[config.mk]
export PLATFORM = sky130hd
export DESIGN_NAME = dma_desc_decoder
export DESIGN_NICKNAME = d
export VERILOG_FILES = /design/src/rtl/dma_dec_pkg.sv /design/src/rtl/dma_dec_class.sv /design/src/rtl/dma_dec_size.sv /design/src/rtl/dma_dec_pipe.sv /design/src/rtl/dma_desc_decoder.sv
export SDC_FILE = /design/constraint.sdc
export NUM_CORES = 1
export LEC_CHECK = 0
export CORE_ASPECT_RATIO = 0.75
export CORE_UTILIZATION = 38
export DETAILED_ROUTE_END_ITERATION = 16
export PLACE_DENSITY = 0.82
export SLEW_MARGIN = 25
export SYNTH_ARGS = -nofsm -noshare
export SYNTH_HDL_FRONTEND = slang
export SYNTH_HIERARCHICAL = 1
export SYNTH_SLANG_ARGS = --single-unit
export TNS_END_PERCENT = 50
[constraint.sdc]
create_clock -name clk -period 0.93 [get_ports clk]
set_clock_uncertainty 0.2 [all_clocks]
set_input_delay 0.186 -clock clk [delete_from_list [all_inputs] [get_ports clk]]
set_output_delay 0.186 -clock clk [all_outputs]
set_load 0.005 [all_outputs]
[src/rtl/dma_dec_pkg.sv]
package dma_dec_pkg;

  typedef enum logic [2:0] {
    OPC_TX    = 3'd0,
    OPC_RX    = 3'd1,
    OPC_STORE = 3'd2,
    OPC_LOAD  = 3'd3,
    OPC_NOP   = 3'd4,
    OPC_HALT  = 3'd5,
    OPC_BAD   = 3'd7
  } op_class_e;

  localparam int OPC_HI  = 15;
  localparam int OPC_LO  = 12;
  localparam int KEY_HI  = 10;
  localparam int KEY_LO  = 8;
  localparam int KEY_W   = KEY_HI - KEY_LO + 1;

  localparam logic [KEY_W-1:0] KEY_BANNED = 3'd4;
  localparam logic [KEY_W-1:0] KEY_SYSMEM = 3'd6;

  // Byte count of a single-word move, from the low count bits.
  function automatic logic [2:0] word_bytes(input logic [2:0] cnt);
    if (cnt[2])      return 3'd4;
    else if (cnt[1]) return 3'd2;
    else             return 3'd1;
  endfunction

  // Address low bits that must be forced to zero for that size.
  function automatic logic [1:0] word_clear(input logic [2:0] cnt);
    if (cnt[2])      return 2'b11;
    else if (cnt[1]) return 2'b01;
    else             return 2'b00;
  endfunction

endpackage

[src/rtl/dma_dec_class.sv]
module dma_dec_class
  import dma_dec_pkg::*;
#(
  parameter int CMD_W = 16
) (
  input  logic [CMD_W-1:0] cmd_word,
  input  logic             addr_zero,
  output logic [2:0]       op_class,
  output logic             last_seg,
  output logic [KEY_W-1:0] key_eff,
  output logic             is_word,
  output logic             kill
);

  localparam int OPC_W = OPC_HI - OPC_LO + 1;

  logic [OPC_W-1:0] opc;
  logic [KEY_W-1:0] key_raw;
  logic             key_banned;
  logic             stream_key_bad;
  logic             word_key_bad;

  assign opc            = cmd_word[OPC_HI:OPC_LO];
  assign key_raw        = cmd_word[KEY_HI:KEY_LO];
  assign key_banned     = (key_raw == KEY_BANNED);
  assign stream_key_bad = key_raw[KEY_W-1];
  assign word_key_bad   = key_raw[KEY_W-1] && (key_raw != KEY_SYSMEM);

  always_comb begin
    op_class = OPC_BAD;
    last_seg = 1'b0;
    key_eff  = key_raw;
    is_word  = 1'b0;
    kill     = 1'b0;
    if (opc[OPC_W-1]) begin
      op_class = OPC_BAD;
      kill     = 1'b1;
    end else begin
      case (opc[2:0])
        3'd0, 3'd1: begin
          op_class = OPC_TX;
          last_seg = opc[0];
          kill     = stream_key_bad || addr_zero;
        end
        3'd2, 3'd3: begin
          op_class = OPC_RX;
          last_seg = opc[0];
          kill     = stream_key_bad || addr_zero;
        end
        3'd4, 3'd5: begin
          op_class = opc[0] ? OPC_LOAD : OPC_STORE;
          is_word  = 1'b1;
          if (!key_raw[KEY_W-1]) key_eff = KEY_SYSMEM;
          kill     = key_banned || word_key_bad;
        end
        3'd6:    op_class = OPC_NOP;
        default: op_class = OPC_HALT;
      endcase
    end
  end

endmodule

[src/rtl/dma_dec_size.sv]
module dma_dec_size
  import dma_dec_pkg::*;
#(
  parameter int CNT_W  = 16,
  parameter int ADDR_W = 32
) (
  input  logic              is_word,
  input  logic [CNT_W-1:0]  req_count,
  input  logic [ADDR_W-1:0] data_addr,
  output logic [CNT_W-1:0]  len,
  output logic [ADDR_W-1:0] addr
);

  logic [2:0] wbytes;
  logic [1:0] wclr;

  assign wbytes = word_bytes(req_count[2:0]);
  assign wclr   = word_clear(req_count[2:0]);

  always_comb begin
    if (is_word) begin
      len  = {{(CNT_W-3){1'b0}}, wbytes};
      addr = data_addr & ~{{(ADDR_W-2){1'b0}}, wclr};
    end else begin
      len  = req_count;
      addr = data_addr;
    end
  end

endmodule

[src/rtl/dma_dec_pipe.sv]
module dma_dec_pipe #(
  parameter int W = 8
) (
  input  logic         clk,
  input  logic         rst_n,
  input  logic         load,
  input  logic [W-1:0] d,
  output logic [W-1:0] q,
  output logic         valid
);

  always_ff @(posedge clk or negedge rst_n) begin
    if (!rst_n) begin
      q     <= '0;
      valid <= 1'b0;
    end else begin
      valid <= load;
      if (load) q <= d;
    end
  end

endmodule

[src/rtl/dma_desc_decoder.sv]
module dma_desc_decoder
  import dma_dec_pkg::*;
#(
  parameter int CMD_W  = 16,
  parameter int CNT_W  = 16,
  parameter int ADDR_W = 32
) (
  input  logic              clk,
  input  logic              rst_n,
  input  logic              desc_load,
  input  logic [CMD_W-1:0]  cmd_word,
  input  logic [CNT_W-1:0]  req_count,
  input  logic [ADDR_W-1:0] data_addr,
  output logic              dec_valid,
  output logic [2:0]        op_class,
  output logic              last_seg,
  output logic [KEY_W-1:0]  key_out,
  output logic [CNT_W-1:0]  xfer_len,
  output logic [ADDR_W-1:0] xfer_addr,
  output logic              kill
);

  localparam int PW = 3 + 1 + KEY_W + CNT_W + ADDR_W + 1;

  // Named internal events, observed by the checker.
  logic              addr_zero;
  logic [2:0]        d_class;
  logic              d_last;
  logic [KEY_W-1:0]  d_key;
  logic              d_word;
  logic              d_kill;
  logic [CNT_W-1:0]  d_len;
  logic [ADDR_W-1:0] d_addr;
  logic [PW-1:0]     pipe_d;
  logic [PW-1:0]     pipe_q;

  assign addr_zero = (data_addr == '0);

  dma_dec_class #(.CMD_W(CMD_W)) u_class (
    .cmd_word (cmd_word),
    .addr_zero(addr_zero),
    .op_class (d_class),
    .last_seg (d_last),
    .key_eff  (d_key),
    .is_word  (d_word),
    .kill     (d_kill)
  );

  dma_dec_size #(.CNT_W(CNT_W), .ADDR_W(ADDR_W)) u_size (
    .is_word  (d_word),
    .req_count(req_count),
    .data_addr(data_addr),
    .len      (d_len),
    .addr     (d_addr)
  );

  assign pipe_d = {d_class, d_last, d_key, d_len, d_addr, d_kill};

  dma_dec_pipe #(.W(PW)) u_pipe (
    .clk  (clk),
    .rst_n(rst_n),
    .load (desc_load),
    .d    (pipe_d),
    .q    (pipe_q),
    .valid(dec_valid)
  );

  assign {op_class, last_seg, key_out, xfer_len, xfer_addr, kill} = pipe_q;

endmodule

# After elaboration in Yosys (flattened, before gate mapping)
# Cells that the tools add are included.
# op_classes
n_eq_ne	8
muxes	18
bitwise	2
reduce_logical	9
# ops
cell	count
32-bit AND	1
32-bit logical NOT	1
32-bit two-way mux	1
2-bit NOT with 32-bit output	1
16-bit two-way mux	1
3-bit equality test, second input constant	4
3-bit two-way mux	4
3-bit case mux with 4 select lines	1
1-bit two-way mux	7
3-bit by 2-bit equality test with 1-bit output, second input constant	2
2-bit two-way mux	3
2-bit OR reduction	3
4-bit OR reduction	1
3-bit by 1-bit equality test with 1-bit output, second input constant	1
3-bit logical NOT	1
3-bit != test, second input constant	1
1-bit logical OR	2
1-bit case mux with 2 select lines	1
1-bit logical AND	1
# word_totals
register_bits	57
input_bits	67
output_inout_bits	57
wordCells	39

# Logic depth before layout (Yosys ltp)
# Gate-level depths: netlist of run 1.
# logic_depth
depth_word	5
mapped_depth	6
ltp_nobuf	6

# Cells and area by module
# The synthesis of run 1 kept the hierarchy.
# modules_own_cells
module	instances	cells_each	area_per_inst_um2	seq_area_each_um2
dma_dec_pipe	1	119	2268.4	1426.4
dma_dec_size	1	51	379.1	0.0
dma_dec_class	1	17	102.6	0.0
dma_desc_decoder	1	11	72.6	0.0

# Least setup slack after synthesis of run 1
# OpenSTA, ideal clock, no wires.
# synth_timing
path_type	input-to-reg
startpoint	input port cmd_word[13]
endpoint	register u_pipe.q[33]
setup_time_ns	0.125
arrival_ns	1.335
required_time_ns	0.605
slack_ns	-0.730
cell_stages	4
cell_sequence	or3b_1 > inv_1 > mux2_2 > mux2_4
# synth_via
elab_chain_len	5
word_cells_on_any_way	6
cone_classes	eq/ne: 2; mux: 3; reduce/logical: 1
# synth_rtl
item	line	source
start, declared	dma_desc_decoder.sv:11	input logic [CMD_W-1:0] cmd_word,
3-bit equality test	dma_dec_class.sv:39	case (opc[2:0])
2-bit OR reduction (*)	dma_dec_class.sv:39	
1-bit two-way mux (*)	dma_dec_class.sv:39	
1-bit two-way mux (*)	dma_dec_class.sv:35	if (opc[OPC_W-1]) begin
named net d_word	dma_desc_decoder.sv:30	logic d_word;
16-bit two-way mux (*)	dma_dec_size.sv:21	if (is_word) begin
named net d_len[0]	dma_desc_decoder.sv:32	logic [CNT_W-1:0] d_len;
end signal, assigned	dma_dec_pipe.sv:14	q <= '0;
end signal, assigned	dma_dec_pipe.sv:18	if (load) q <= d;
end, declared	dma_dec_pipe.sv:8	output logic [W-1:0] q,
# Mark *: on every way through the listed nets, which the timed path passes. The rest lies on a longest branch.
# A chain may end at the register's enable or synchronous reset.

# Worst setup path after layout of run 1
# layout_timing
startpoint	input port cmd_word[15]
endpoint	register u_pipe.q[33]
# layout_via
elab_chain_len	2
# layout_rtl
item	line
1-bit two-way mux	dma_dec_class.sv:35
named net d_word	dma_desc_decoder.sv:30
16-bit two-way mux	dma_dec_size.sv:21
named net d_len[0]	dma_desc_decoder.sv:32
# The timed path passes the listed nets, and every way through them passes these cells.

==> impl_metrics.env, run 1 <==
export IMPL_status="finished, violations left"
export IMPL_failed_checks="hold timing, setup timing"
export IMPL_cap_violations=0
export IMPL_cts_num_sinks=57
export IMPL_arrival_ns=1.36
export IMPL_io_buffers=114
export IMPL_core_um2=6990
export IMPL_n_antenna_cell=0
export IMPL_synthFlopType="dfrtp_1"
export IMPL_synth_common_cells="dfrtp_1, mux2_4, buf_4, mux2_2, nor2b_1"
export IMPL_cts_tree="yes"
export IMPL_peakVddDrop_mv=0.739
export IMPL_critPathKind="input pin to flip-flop"
export IMPL_pin_count=124
export IMPL_final_max_slew_violation_count=0
export IMPL_setup_viol=113
export IMPL_syn_num_nets=265
export IMPL_period_share_pct=145
export IMPL_hp_start="data_addr[24]"
export IMPL_h_tree_depth=3
export IMPL_vias=2077
export IMPL_drt_iter0_markers=23
export IMPL_synth_edf_count=0
export IMPL_die_h_um=76.6
export IMPL_synth_most_common_cell="dfrtp_1"
export IMPL_dieArea_um2=7780
export IMPL_synth_warnings=6
export IMPL_die_w_um=102
export IMPL_drc=0
export IMPL_fin_ws_ns=-0.416
export IMPL_worstMarginPinSlew_ns=0.222
export IMPL_cts_buffer_depth=2
export IMPL_worstSetupStartpoint="cmd_word[15]"
export IMPL_avgRoutedWirePerCell_um=15.1
export IMPL_cts_root_buf="clkbuf_8"
export IMPL_via_per_inst=4.53
export IMPL_syn_avg_cell_area_um2=14.3
export IMPL_fmax_mhz=743
export IMPL_p_leak_nw=2.16
export IMPL_hold_class="input pin to flip-flop"
export IMPL_ctsHoldBuffers=1
export IMPL_path_max_fanout=5
export IMPL_synth_cells=198
export IMPL_cpPeakStageDelay_ns=0.44
export IMPL_crit_path_start_kind="input pin"
export IMPL_synth_distinct_cells=26
export IMPL_synth_cell_area_um2=2820
export IMPL_p_total_mw=6.58
export IMPL_netlist_area_leader_share_pct=50.5
export IMPL_clock_latency_ns=0.33
export IMPL_grt_pass1_wl_um=11000
export IMPL_antenna_left=0
export IMPL_final_util_pct=62.2
export IMPL_cp_end_kind="flip-flop"
export IMPL_yosysSeqAreaShare_pct=50.5
export IMPL_hold_viol=20
export IMPL_ys_seq_elements=57
export IMPL_rsz0062_at_grt="true"
export IMPL_slew_headroom_pct=85.1
export IMPL_async_flop_share_pct=100
export IMPL_tns_ns=-27.65
export IMPL_synth_top_cell_by_area="dfrtp_1"
export IMPL_grt_overflow=0
export IMPL_area_growth_pct=54.2
export IMPL_cts_clk_slew_worst_paths_ns=0.06
export IMPL_slowest_stage="or3b_4"
export IMPL_start_util_pct=40.4
export IMPL_place_congestion=0.697
export IMPL_rr_worst_depth=3
export IMPL_firstDrtPassIters=4
export IMPL_grt_pass1_vias=2208
export IMPL_hold_ws_ns=-0.109
export IMPL_holdPathStages=2
export IMPL_layout_min_cycle_time_ns=1.35
export IMPL_pwr_density_cell_nw_per_um2=1510
export IMPL_grt_total_usage_pct=18.7
export IMPL_final_layout_size_suffix_gt1_share_pct=69.0
export IMPL_synth_area_top_cells="dfrtp_1, mux2_4, buf_4"
export IMPL_r2r_start="u_pipe/q[27]$_DFFE_PN0P_"
export IMPL_drt_total_wl_um=6940
export IMPL_cts_buffers=9
export IMPL_cp_cell_sequence="buf_6 -> or3b_4 -> clkinv_4 -> mux2_4 -> mux2_4"
export IMPL_fin_nets=423
export IMPL_fp_row_count=26
export IMPL_grt_max_degree=30
export IMPL_antenna_found_initial=0
export IMPL_worst_path_most_repeated_cell="mux2_4"
export IMPL_required_ns=0.94
export IMPL_hpwlAfterDp_um=4690
## cell families after synthesis
kind of cell    after synthesis  synth area share, %
simple gates                 35                 8.07
flops                        57                 50.5
buf+inv                      41                 11.2
compound gates                8                 2.13
mux                          57                 28.1
## critical path, delay by kind of cell
kind          cells  cell delay [ns]
mux               2             0.54
simple gates      1             0.44
buf+inv           2             0.19
## final cells by class
type                    instances  area [um2]
repair buffers                184        1410
flip-flops and latches         57        1430
clock buffers                  13         159
fillers                       590        2640
well taps                      98         123
clock inverters                 3        15.0
inverters                       3        16.3
multi-input cells             100        1200
repair inverters                1        6.26
## layout by cell type, fill, tap and decap left out, types with 2 or more instances in the layout
cell	count
buf_2	67
dfrtp_1	57
buf_4	55
mux2_4	43
clkdlybuf4s50_1	18
buf_6	18
mux2_2	14
clkbuf_8	11
clkbuf_2	7
nor2b_1	7
nor4_4	5
clkdlybuf4s15_1	5
and2b_2	5
clkdlybuf4s15_2	4
buf_12	4
nor4_2	3
clkinv_2	3
dlygate4sd2_1	3
nand2_1	3
nand4_1	2
clkbuf_1	2
inv_1	2
nor2_1	2
## per-stage QoR
stage | worst slack [ns] | instance area, um2 | std cells | hold WS, ns
after floorplan | -0.611 | 2870 | 198 | -0.310
after global placement | -1.12 | 4130 | 409 | -0.00447
after detailed placement | -1.14 | 4130 | 409 | -0.00251
after CTS | -0.386 | 4270 | 449 | -0.130
after global routing | -0.407 | 4350 | 459 | -0.132
final | -0.416 | 4350 | 459 | -0.109
## worst paths after layout
check / end / slack (ns)
max: u_pipe/q[33]$_DFFE_PN0P_ / -0.42
min: u_pipe/q[25]$_DFFE_PN0P_ / -0.11
max reg2reg: u_pipe/q[27]$_DFFE_PN0P_ / -0.28
min reg2reg: u_pipe/q[6]$_DFFE_PN0P_ / 0.30
max in group asynchronous: u_pipe/q[48]$_DFFE_PN0P_ / 0.17
min in group asynchronous: u_pipe/q[21]$_DFFE_PN0P_ / 0.19
## metal layers
metal | routed length [um] | vias to the layer above | GRT usage [%]
li1 | - | 970 | -
met5 | 0 | - | 0
met1 | 3020 | 1018 | 23.1
met2 | 3370 | 78 | 30.0
met4 | 106 | 0 | 7.97
met3 | 443 | 11 | 5.87
## registers in the layout, summed over array words and instances (netlist names)
register,cells
u_pipe/valid,1
u_pipe/q,56
## repair_timing
action,in CTS,in global routing
hold endpoints to repair,78,20
pin swaps,14,3
buffers inserted,23,10
cloned,1,0
gates resized for setup,360,24
setup endpoints to repair,113,113
## power by group
part	switching, mW	internal, mW
registers	0.132	2.74
clock network	0.956	1.10
logic	0.557	1.10
total	1.65	4.93
Note: power is estimated with default switching activity, not from simulation.
==> inputs of run 2 (changes only) <==
Settings changed: ABC_AREA from default to 1, CORE_MARGIN from default to 1, PLACE_DENSITY 0.82 to 0.83.
==> run 2 against run 1 <==
The flow still finishes with violations (hold timing, setup timing). Critical path depth down 4. Setup slack better by 0.10 ns. Worst hold slack better by 0.014 ns. Sequential cell count unchanged. Clock power up 10%. Area after synthesis down 1.0%. Via count up 21%. Sequential share of layout area up 2.5 points. Highest routed layer unchanged. Clock-buffer cell count down 1. Fmax up 8.3%. Final cell count up 29%.
==> impl_metrics.env, run 2 <==
export IMPL_status="finished, violations left"
export IMPL_failed_checks="hold timing, setup timing"
export IMPL_cts_buffers=9
export IMPL_synth_compound_area_share_pct=0.806
export IMPL_cpPeakStageDelay_ns=0.40
export IMPL_synthAdderAreaFrac_pct=0
export IMPL_synth_distinct_cells=14
export IMPL_hold_ws_ns=-0.0954
export IMPL_layout_min_cycle_time_ns=1.24
export IMPL_synth_xor_area_share_pct=0
export IMPL_antenna_left=0
export IMPL_via_per_inst=4.25
export IMPL_drt_total_wl_um=6980
export IMPL_final_layout_size_suffix_gt1_share_pct=28.5
export IMPL_final_cell_mix="nand2_1, buf_2, dfrtp_1"
export IMPL_ys_seq_elements=57
export IMPL_hold_viol=1
export IMPL_die_h_um=76.3
export IMPL_syn_num_nets=429
export IMPL_clock_latency_ns=0.33
export IMPL_avgRoutedWirePerCell_um=11.8
export IMPL_dieArea_um2=7700
export IMPL_fp_row_count=26
export IMPL_synthSimpleGateAreaFrac_pct=32.1
export IMPL_cts_clk_slew_worst_paths_ns=0.07
export IMPL_largest_reg_flops=56
export IMPL_slowest_stage="dfrtp_1"
export IMPL_tns_ns=-17.65
export IMPL_grt_total_usage_pct=19.2
export IMPL_fmax_mhz=804
export IMPL_cpLargestDelayFamily="flip-flops"
export IMPL_die_w_um=101
export IMPL_netlist_area_leader_share_pct=51.1
export IMPL_hpwlAfterDp_um=5010
export IMPL_cts_buffer_depth=2
export IMPL_area_growth_pct=44.6
export IMPL_synth_cells=362
export IMPL_firstDrtPassIters=4
export IMPL_rsz0062_at_grt="true"
export IMPL_p_leak_nw=2.30
export IMPL_core_um2=6960
export IMPL_grt_max_degree=30
export IMPL_fin_nets=557
export IMPL_place_area_um2=3930
export IMPL_syn_avg_cell_area_um2=7.72
export IMPL_arrival_ns=0.86
export IMPL_synth_area_top_cells="dfrtp_1, nand2_1, buf_4"
export IMPL_synth_top_family_by_area="simple AND/OR/NAND/NOR gates"
export IMPL_synth_cell_area_um2=2790
export IMPL_peakVddDrop_mv=0.978
export IMPL_cts_tree="yes"
export IMPL_setup_viol=78
export IMPL_reg_top3="u_pipe/q x56, u_pipe/valid x1"
export IMPL_fin_ws_ns=-0.313
export IMPL_synth_common_cells="nand2_1, dfrtp_1, nor2_1, buf_4, inv_1"
export IMPL_cp_cell_sequence="buf_2"
export IMPL_synth_top_cell_by_area="dfrtp_1"
export IMPL_pwr_density_cell_nw_per_um2=1560
export IMPL_vias=2514
export IMPL_num_fill_cells=685
export IMPL_cap_violations=0
export IMPL_start_util_pct=40.1
export IMPL_worstMarginPinSlew_ns=0.178
export IMPL_synth_most_common_cell="nand2_1"
export IMPL_fin_area_um2=4040
export IMPL_period_share_pct=134
export IMPL_worst_path_buf_inv=1
export IMPL_antenna_found_initial=0
export IMPL_cts_root_buf="clkbuf_8"
export IMPL_regMostFlops="u_pipe/q"
export IMPL_drc=0
export IMPL_hp_start="data_addr[3]"
export IMPL_worstSetupStartpoint="u_pipe/q[54]$_DFFE_PN0P_"
export IMPL_dp_slack_ns=-0.833
export IMPL_layout_commonest_cell="nand2_1"
export IMPL_grt_pass1_wl_um=11300
export IMPL_crit_path_start_kind="flip-flop"
export IMPL_hold_class="input pin to flip-flop"
export IMPL_cts_num_sinks=57
export IMPL_synth_warnings=6
export IMPL_critPathKind="flip-flop to output pin"
export IMPL_io_buffers=114
export IMPL_grt_overflow=0
export IMPL_h_tree_depth=3
export IMPL_final_max_slew_violation_count=0
export IMPL_yosysSeqAreaShare_pct=51.1
export IMPL_cp_end_kind="output pin"
export IMPL_path_max_fanout=2
export IMPL_n_antenna_cell=0
export IMPL_synthMuxAreaShare_pct=0
export IMPL_synth_edf_count=0
export IMPL_pin_count=124
export IMPL_place_congestion=0.840
export IMPL_r2r_start="u_pipe/q[32]$_DFFE_PN0P_"
export IMPL_required_ns=0.54
export IMPL_slew_headroom_pct=88.2
export IMPL_async_flop_share_pct=100
export IMPL_grt_pass1_vias=2495
export IMPL_synthFlopType="dfrtp_1"
export IMPL_drt_iter0_markers=114
[run 2: cell families (layout without fill, tap and decap cells)]
| family | count (synthesis) | after routing |
|---|---|---|
| simple gates | 235 | 235 |
| flops | 57 | 57 |
| buf+inv | 66 | 198 |
| compound gates | 4 | 4 |
[run 2: power by group]
group / internal (mW) / leakage (nW) / switching (mW)
combinational: 0.656 / 1.50 / 0.573
clock: 1.36 / 0.102 / 0.914
sequential: 2.71 / 0.696 / 0.110
total: 4.72 / 2.30 / 1.60
[run 2: worst paths after layout]
path                                       endpoint  slack [ns]  depth (start not counted)
setup / recovery                        op_class[1]       -0.31                          1
hold / removal              u_pipe/q[4]$_DFFE_PN0P_        -0.1                          3
setup reg to reg           u_pipe/q[32]$_DFFE_PN0P_       -0.19                          5
hold reg to reg            u_pipe/q[33]$_DFFE_PN0P_        0.27                          2
max in group asynchronous   u_pipe/q[6]$_DFFE_PN0P_        0.15                          3
min in group asynchronous  u_pipe/q[19]$_DFFE_PN0P_        0.19                          3
[run 2: tightest hold or removal path, cell delays in order]
cell and delay, ns:
clkbuf_2 0.10, nand2_1 0.05, nand2_1 0.07
[run 2: repair_timing]
item,in CTS,in global routing
endpoints found under the setup margin,82,81
gates resized for setup,271,19
setup buffers,11,13
hold endpoints to repair,63,8
cloned,0,0
pin swaps,26,10
hold buffers,1,1
[run 2: metrics by stage]
step | cells | power (mW) | utilization (%) | hold slack (ns)
6_report | 592 | 6.32 | 58.0 | -0.0954
5_1_grt | 592 | 6.75 | 58.0 | -0.0958
4_1_cts | 578 | 6.32 | 56.0 | -0.0177
3_5_place_dp | 551 | 4.21 | 56.5 | 0.00651
3_3_place_gp | 551 | 4.18 | 56.5 | 0.000279
2_1_floorplan | 362 | 3.37 | - | -0.310
[run 2: layout make-up]
class	instances	area (um2)	share of cell area, %
clock inverters	3	40.0	0.991
inverters	21	104	2.57
flip-flops and latches	57	1430	35.3
repair buffers	162	1230	30.5
multi-input cells	239	957	23.7
clock buffers	12	155	3.84
well taps	98	123	3.04
[run 2: metal layers]
layer | track usage, % | wire, um | vias up | part of all wire (%)
met4 | 5.94 | 36 | 0 | 0.52
met5 | 0 | 0 | - | 0
met3 | 7.80 | 426 | 4 | 6.1
met1 | 23.9 | 3160 | 1145 | 45
li1 | - | - | 1295 | -
met2 | 30.5 | 3360 | 70 | 48
==> inputs of run 3 (changes only) <==
Settings changed: CORE_MARGIN 1 to default.
==> results of run 3 <==
No change in the layout: final DEF, timing and power equal those of run 2.
